<file path="src/rtl/itmr_pkg.sv">
package itmr_pkg;
  typedef enum logic {
    MODE_ONESHOT = 1'b0,
    MODE_REPEAT  = 1'b1
  } tmode_e;
endpackage

</file>
<file path="src/rtl/itmr_cfg.sv">
module itmr_cfg
  import itmr_pkg::*;
#(
  parameter int CNT_W = 16
) (
  input  logic                  clk,
  input  logic                  rst,
  input  logic                  locked,
  input  logic                  lo_we,
  input  logic                  hi_we,
  input  logic [CNT_W/2-1:0]    wr_data,
  input  logic                  mode_we,
  input  logic                  mode_in,
  output logic [CNT_W-1:0]      count_q,
  output tmode_e                mode_q
);
  localparam int BYTE_W = CNT_W / 2;

  always_ff @(posedge clk) begin
    if (rst) begin
      count_q <= '1;
      mode_q  <= MODE_ONESHOT;
    end else if (!locked) begin
      if (lo_we)   count_q[BYTE_W-1:0]     <= wr_data;
      if (hi_we)   count_q[CNT_W-1:BYTE_W] <= wr_data;
      if (mode_we) mode_q                  <= tmode_e'(mode_in);
    end
  end

  // configuration frozen while the timer runs
  assert_count_locked_R7: assert property (@(posedge clk) disable iff (rst)
    locked |=> $stable(count_q));
  assert_mode_locked_R7: assert property (@(posedge clk) disable iff (rst)
    locked |=> $stable(mode_q));
endmodule

</file>
<file path="src/rtl/itmr_core.sv">
module itmr_core
  import itmr_pkg::*;
#(
  parameter int CNT_W = 16
) (
  input  logic              clk,
  input  logic              rst,
  input  logic [CNT_W-1:0]  count,
  input  tmode_e            mode,
  input  logic              cmd_start,
  input  logic              cmd_stop,
  input  logic              cmd_reset,
  output logic              out_q,
  output logic              run_q,
  output logic              to_q
);
  localparam logic [CNT_W-1:0] MIN_N = CNT_W'(2);
  localparam logic [CNT_W-1:0] ONE   = CNT_W'(1);

  logic [CNT_W-1:0] cnt_q;
  logic [CNT_W-1:0] n_lat;
  tmode_e           mode_lat;
  logic [CNT_W-1:0] p_lat, q_lat;
  logic             halt;
  logic             start_ok;

  assign p_lat = n_lat >> 1;
  assign q_lat = n_lat - p_lat;
  assign halt  = cmd_stop || cmd_reset;

  always_comb begin
    start_ok = 1'b0;
    if (cmd_start) begin
      if (!run_q)
        start_ok = (count >= MIN_N);
      else
        start_ok = (mode_lat == MODE_ONESHOT) && !to_q;
    end
  end

  always_ff @(posedge clk) begin
    if (rst) begin
      run_q    <= 1'b0;
      out_q    <= 1'b1;
      to_q     <= 1'b0;
      cnt_q    <= '0;
      n_lat    <= '0;
      mode_lat <= MODE_ONESHOT;
    end else if (halt) begin
      run_q <= 1'b0;
      out_q <= 1'b1;
      to_q  <= 1'b0;
      cnt_q <= '0;
    end else if (start_ok) begin
      if (!run_q) begin
        run_q    <= 1'b1;
        out_q    <= 1'b1;
        to_q     <= 1'b0;
        n_lat    <= count;
        mode_lat <= mode;
        cnt_q    <= (mode == MODE_REPEAT) ? (count >> 1) : count;
      end else begin
        cnt_q <= n_lat;
      end
    end else if (run_q && !to_q) begin
      if (cnt_q == ONE) begin
        if (mode_lat == MODE_ONESHOT) begin
          out_q <= 1'b0;
          to_q  <= 1'b1;
          cnt_q <= '0;
        end else if (out_q) begin
          out_q <= 1'b0;
          cnt_q <= q_lat;
        end else begin
          out_q <= 1'b1;
          cnt_q <= p_lat;
        end
      end else begin
        cnt_q <= cnt_q - ONE;
      end
    end
  end

  // an idle timer always holds its output HIGH
  assert_idle_high_R1: assert property (@(posedge clk) disable iff (rst)
    !run_q |-> out_q);
  // expiry leaves the timer started with its output LOW
  assert_expired_low_R2: assert property (@(posedge clk) disable iff (rst)
    to_q |-> (!out_q && run_q));
  // the repeating waveform never sets the expiry flag
  assert_repeat_no_expiry_R5: assert property (@(posedge clk) disable iff (rst)
    (run_q && mode_lat == MODE_REPEAT) |-> !to_q);
  // the down-counter never exceeds the captured count
  assert_cnt_bound_R2: assert property (@(posedge clk) disable iff (rst)
    run_q |-> (cnt_q <= n_lat));
  // stop or reset always leaves the timer idle and HIGH
  assert_halt_wins_R12: assert property (@(posedge clk) disable iff (rst)
    halt |=> (!run_q && out_q && !to_q));
  // a count below 2 never starts the timer
  assert_small_rejected_R9: assert property (@(posedge clk) disable iff (rst)
    (!run_q && count < MIN_N) |=> !run_q);
endmodule

</file>
<file path="src/rtl/itmr_pinmux.sv">
module itmr_pinmux (
  input  logic clk,
  input  logic rst,
  input  logic route_en,
  input  logic tmr_out,
  input  logic gpio_lvl,
  input  logic gpio_oe,
  output logic pad_out,
  output logic pad_oe
);
  always_ff @(posedge clk) begin
    if (rst) begin
      pad_out <= 1'b0;
      pad_oe  <= 1'b0;
    end else if (route_en) begin
      pad_out <= tmr_out;
      pad_oe  <= 1'b1;
    end else begin
      pad_out <= gpio_lvl;
      pad_oe  <= gpio_oe;
    end
  end

  // routing forces the pad to drive the timer level
  assert_route_drive_R10: assert property (@(posedge clk) disable iff (rst)
    route_en |=> (pad_oe && pad_out == $past(tmr_out)));
  // without routing the pad follows the normal controls
  assert_gpio_follow_R11: assert property (@(posedge clk) disable iff (rst)
    !route_en |=> (pad_oe == $past(gpio_oe) && pad_out == $past(gpio_lvl)));
endmodule

</file>
<file path="src/rtl/interval_timer.sv">
module interval_timer
  import itmr_pkg::*;
#(
  parameter int CNT_W = 16
) (
  input  logic               clk,
  input  logic               rst,
  input  logic               cnt_lo_we,
  input  logic               cnt_hi_we,
  input  logic [CNT_W/2-1:0] wr_data,
  input  logic               mode_we,
  input  logic               mode_in,
  input  logic               cmd_start,
  input  logic               cmd_stop,
  input  logic               cmd_reset,
  input  logic               route_en,
  input  logic               gpio_lvl,
  input  logic               gpio_oe,
  output logic               tmr_out,
  output logic               running,
  output logic               timeout,
  output logic [CNT_W-1:0]   cfg_count,
  output logic               cfg_mode,
  output logic               pad_out,
  output logic               pad_oe
);
  tmode_e mode_q;

  itmr_cfg #(.CNT_W(CNT_W)) u_cfg (
    .clk     (clk),
    .rst     (rst),
    .locked  (running),
    .lo_we   (cnt_lo_we),
    .hi_we   (cnt_hi_we),
    .wr_data (wr_data),
    .mode_we (mode_we),
    .mode_in (mode_in),
    .count_q (cfg_count),
    .mode_q  (mode_q)
  );

  itmr_core #(.CNT_W(CNT_W)) u_core (
    .clk       (clk),
    .rst       (rst),
    .count     (cfg_count),
    .mode      (mode_q),
    .cmd_start (cmd_start),
    .cmd_stop  (cmd_stop),
    .cmd_reset (cmd_reset),
    .out_q     (tmr_out),
    .run_q     (running),
    .to_q      (timeout)
  );

  itmr_pinmux u_pin (
    .clk      (clk),
    .rst      (rst),
    .route_en (route_en),
    .tmr_out  (tmr_out),
    .gpio_lvl (gpio_lvl),
    .gpio_oe  (gpio_oe),
    .pad_out  (pad_out),
    .pad_oe   (pad_oe)
  );

  assign cfg_mode = mode_q;
endmodule

</file>
<file path="config.mk">
export PLATFORM = sky130hd
export DESIGN_NAME = interval_timer
export DESIGN_NICKNAME = d
export VERILOG_FILES = /design/src/rtl/itmr_pkg.sv /design/src/rtl/itmr_cfg.sv /design/src/rtl/itmr_core.sv /design/src/rtl/itmr_pinmux.sv /design/src/rtl/interval_timer.sv
export SDC_FILE = /design/constraint.sdc
export NUM_CORES = 1
export LEC_CHECK = 0
export ABC_AREA = 1
export CORE_ASPECT_RATIO = 1.25
export CORE_MARGIN = 2
export CORE_UTILIZATION = 48
export DETAILED_ROUTE_END_ITERATION = 12
export DONT_BUFFER_PORTS = 1
export GPL_TIMING_DRIVEN = 0
export PLACE_DENSITY_LB_ADDON = 0.2
export SLEW_MARGIN = 20
export SYNTH_ARGS = -nofsm -noshare
export SYNTH_HDL_FRONTEND = slang
export SYNTH_SLANG_ARGS = --single-unit
</file>
<file path="constraint.sdc">
create_clock -name clk -period 2.25 [get_ports clk]
set_clock_uncertainty 0.15 [all_clocks]
set_input_delay 0.225 -clock clk [delete_from_list [all_inputs] [get_ports clk]]
set_output_delay 0.225 -clock clk [all_outputs]
set_load 0.01 [all_outputs]
</file>
==> run_results.csv <==
group,metric,value,unit
sta,slew_headroom,0.6941,
power,vdd_drop_max,499.3,µV
sta,min_period,2.186,ns
global_routing,grt_pass1_wl,20.95,mm
critical_path,arrival,2.25,ns
floorplanning,die-area,9539,µm²
floorplanning,io_pins,42,
critical_path,setup.worst_path.class,"reg -> reg",
sta,fin_setup_tns,0,ns
synthesis,synthArstFlopShare,0,
sta,fin_hold_ws,0.008230,ns
synthesis,syn_nets,717,
critical_path,regToRegStartpoint,"u_core.n_lat[0]",
sta,hold_viol_final,0,
route,route.top_layer_used,"met4",
synthesis,synthesis.area,4209,µm²
flow_run,maxCapViolations,0,
min_path,min_path_type,"in -> reg",
cells_and_area,layout-drive-gt1-share,0.1380,
cells_and_area,area_delta_synth_final,14.09,%
clock_tree,htree_levels,2,
synthesis,ys_warn_count,0,
place,io_buffers,0,
route,drt-initial-drc-count,377,
critical_path,cp-endpoint,"u_core.cnt_q[2]",
route,wl,13.40,mm
place,place.gp.congestion,0.9302,
clock_tree,path_clk_slew,0.10,ns
route,ant_nets,0,
place,dp_hpwl,10.59,mm
sta,setup_violations,0,
clock_tree,cts_buffers,5,
sta,period_share,0.9717,
floorplanning,fp.dieW,87.76,µm
cells_and_area,nets,740,
global_routing,first_global_vias,4188,
global_routing,antenna_found_initial,0,
route,wl_met3,719,µm
synthesis,synth_edf_count,0,
sta,fmax,0.4574,GHz
floorplanning,std_cell_rows,38,
critical_path,r2r_end,"u_core.cnt_q[2]",
clock_tree,cts_root_buffer,"clkbuf_8",
clock_tree,cts_tree,"built",
synthesis,syn_inst,679,
critical_path,critPathMaxFanout,2,
synthesis,synth_top_area_share,0.2616,
route,routedWlPerCell,16.28,µm
route,num_vias,4550,
sta,drv_slew,0,
cells_and_area,insertedDiodeCount,0,
route,viasPerCell,5.529,
global_routing,overflow,0,
floorplanning,initial_core_util,0.4891,
critical_path,crit_path_start_kind,"register",
outcome,run_status,"finished clean",
clock_tree,cts_max_path_buffers,2,
synthesis,ys_seq_elements,55,
critical_path,required,2.32,ns
power,p_leak,2.290,nW
critical_path,reg2reg_depth,9,
route,drc_errors,0,
synthesis,seq_area_frac_synth,0.2616,
global_routing,grt_max_degree,17,
floorplanning,die_h,108.7,µm
synthesis,synth_top_area_cell,"dfxtp_1",
route,wl_met1,5.507,mm
route,first_pass_iters,7,
power,pwr_density_cell,561.3,nW/µm²
critical_path,worstSetupStartpoint,"u_core.n_lat[0]",
global_routing,track_usage,0.2852,
synthesis,yosysUniqueCellTypes,36,
critical_path,end_kind,"register",
route,wl_met2,6.624,mm
sta,tightestPinTransition,0.4589,ns
clock_tree,insertion_delay,0.32,ns
synthesis,synth.avg_cell_area,6.199,µm²
synthesis,synthFlopType,"dfxtp_1",
synthesis,synthTopCellsByArea,"dfxtp_1 26%, nand2_1 17%, inv_1 7.9%, a21oi_1 7.7%, nand3_1 6.3%",
floorplanning,placeableCoreArea,8606,µm²
min_path,hold_depth,3,
critical_path,reg2reg_slack,0.06,ns
clock_tree,clock-sinks,55,
## state kept, by name (all words and copies together), names as in the netlist
register	cells
u_core.out_q	1
u_pin.pad_out	1
u_core.run_q	1
u_core.to_q	1
u_core.n_lat	16
u_cfg.mode_q	1
u_cfg.count_q	16
u_core.mode_lat	1
u_pin.pad_oe	1
u_core.cnt_q	16
## where the power goes
part | internal [mW] | leakage, nW | switching [mW]
combinational | 0.369 | 1.79 | 0.621
sequential | 1.03 | 0.456 | 0.0904
clock | 0.253 | 0.0484 | 0.334
total | 1.65 | 2.29 | 1.05
## logic make-up after synthesis
kind of cell,share of synthesized area
AO/OA/AOI/OAI,0.1813
XOR/XNOR,0.02497
adder cells (fa/ha/maj),0.05529
buffers and inverters,0.1150
flip-flops,0.2616
multiplexers,0.004756
AND/OR/NAND/NOR,0.3570
## metrics by stage
step	power [mW]	std cells	instance area [µm²]	setup WS, ns	utilization
final	2.695	823	4802	0.06360	0.5580
after global routing	2.866	823	4802	-0.02939	0.5580
after CTS	2.604	821	4608	0.03090	0.5355
after detailed placement	2.006	799	4359	-0.09094	0.5065
after global placement	1.994	799	4359	-0.09786	0.5065
after floorplan	1.791	679	4209	0.3540	-
## routing by layer
| layer | track usage | vias to the layer above |
|---|---|---|
| met5 | 0 | - |
| met4 | 0.1198 | 0 |
| met3 | 0.04315 | 37 |
| met2 | 0.5022 | 170 |
| met1 | 0.3412 | 2086 |
| li1 | - | 2257 |
## placed cells by master (no fill, tap or decap), drive strengths merged, types with 12 or more instances in the layout
| master | n |
|---|---|
| nand2 | 195 |
| ha | 17 |
| nand3 | 56 |
| o21ai | 49 |
| inv | 96 |
| dfxtp | 55 |
| clkbuf | 15 |
| o211ai | 15 |
| buf | 12 |
| dlygate4sd3 | 14 |
| nor2 | 62 |
| a21oi | 72 |
## timing repair
item	in CTS	in global routing
gates resized for setup	4	41
buffers inserted	0	2
hold buffers	14	0
endpoints found under the hold margin	19	0
pin swaps	0	3
endpoints found under the setup margin	5	9
## worst min path at each step
| stage | slack, ns | startpoint | to |
|---|---|---|---|
| global route | 0.005 | cmd_stop | u_core.run_q |
| detailed placement | 0.16 | rst | u_pin.pad_oe |
| finish | 0.008 | cmd_stop | u_core.run_q |
| CTS | 0.003 | cmd_stop | u_core.run_q |
| global placement | 0.15 | rst | u_pin.pad_oe |
| floorplan | 0.15 | rst | u_pin.pad_oe |
## critical path, cell delays in order (launching register included)
cell and delay, ns:
dfxtp_2 0.34, inv_1 0.05, ha_2 0.20, fa_2 0.41, buf_4 0.15, xnor2_1 0.13, o21ai_0 0.31, o22ai_1 0.15
a21oi_1 0.14, a21oi_1 0.08
## cells in the mapped netlist, types with 7 or more instances
cell,count
o21ai_1,20
dfxtp_1,55
ha_1,17
o21ai_0,29
inv_1,89
nor3_1,8
a21oi_2,7
xor2_1,9
clkbuf_1,8
a21oi_1,65
nand2_1,190
nor2_1,52
inv_2,7
nand4_1,8
nand3_1,53
o211ai_1,15
## cell type report
type                            instances  area [µm²]
Buffer                                 18       113.9
Timing Repair Buffer                   16       155.1
Sequential cell                        55        1114
Inverter                               99       371.6
Fill cell                             847        3804
Tap cell                              120       150.1
Clock inverter                          1       8.758
Clock buffer                            7       86.33
Multi-Input combinational cell        507        2803
(Power assumes the default switching activity.)
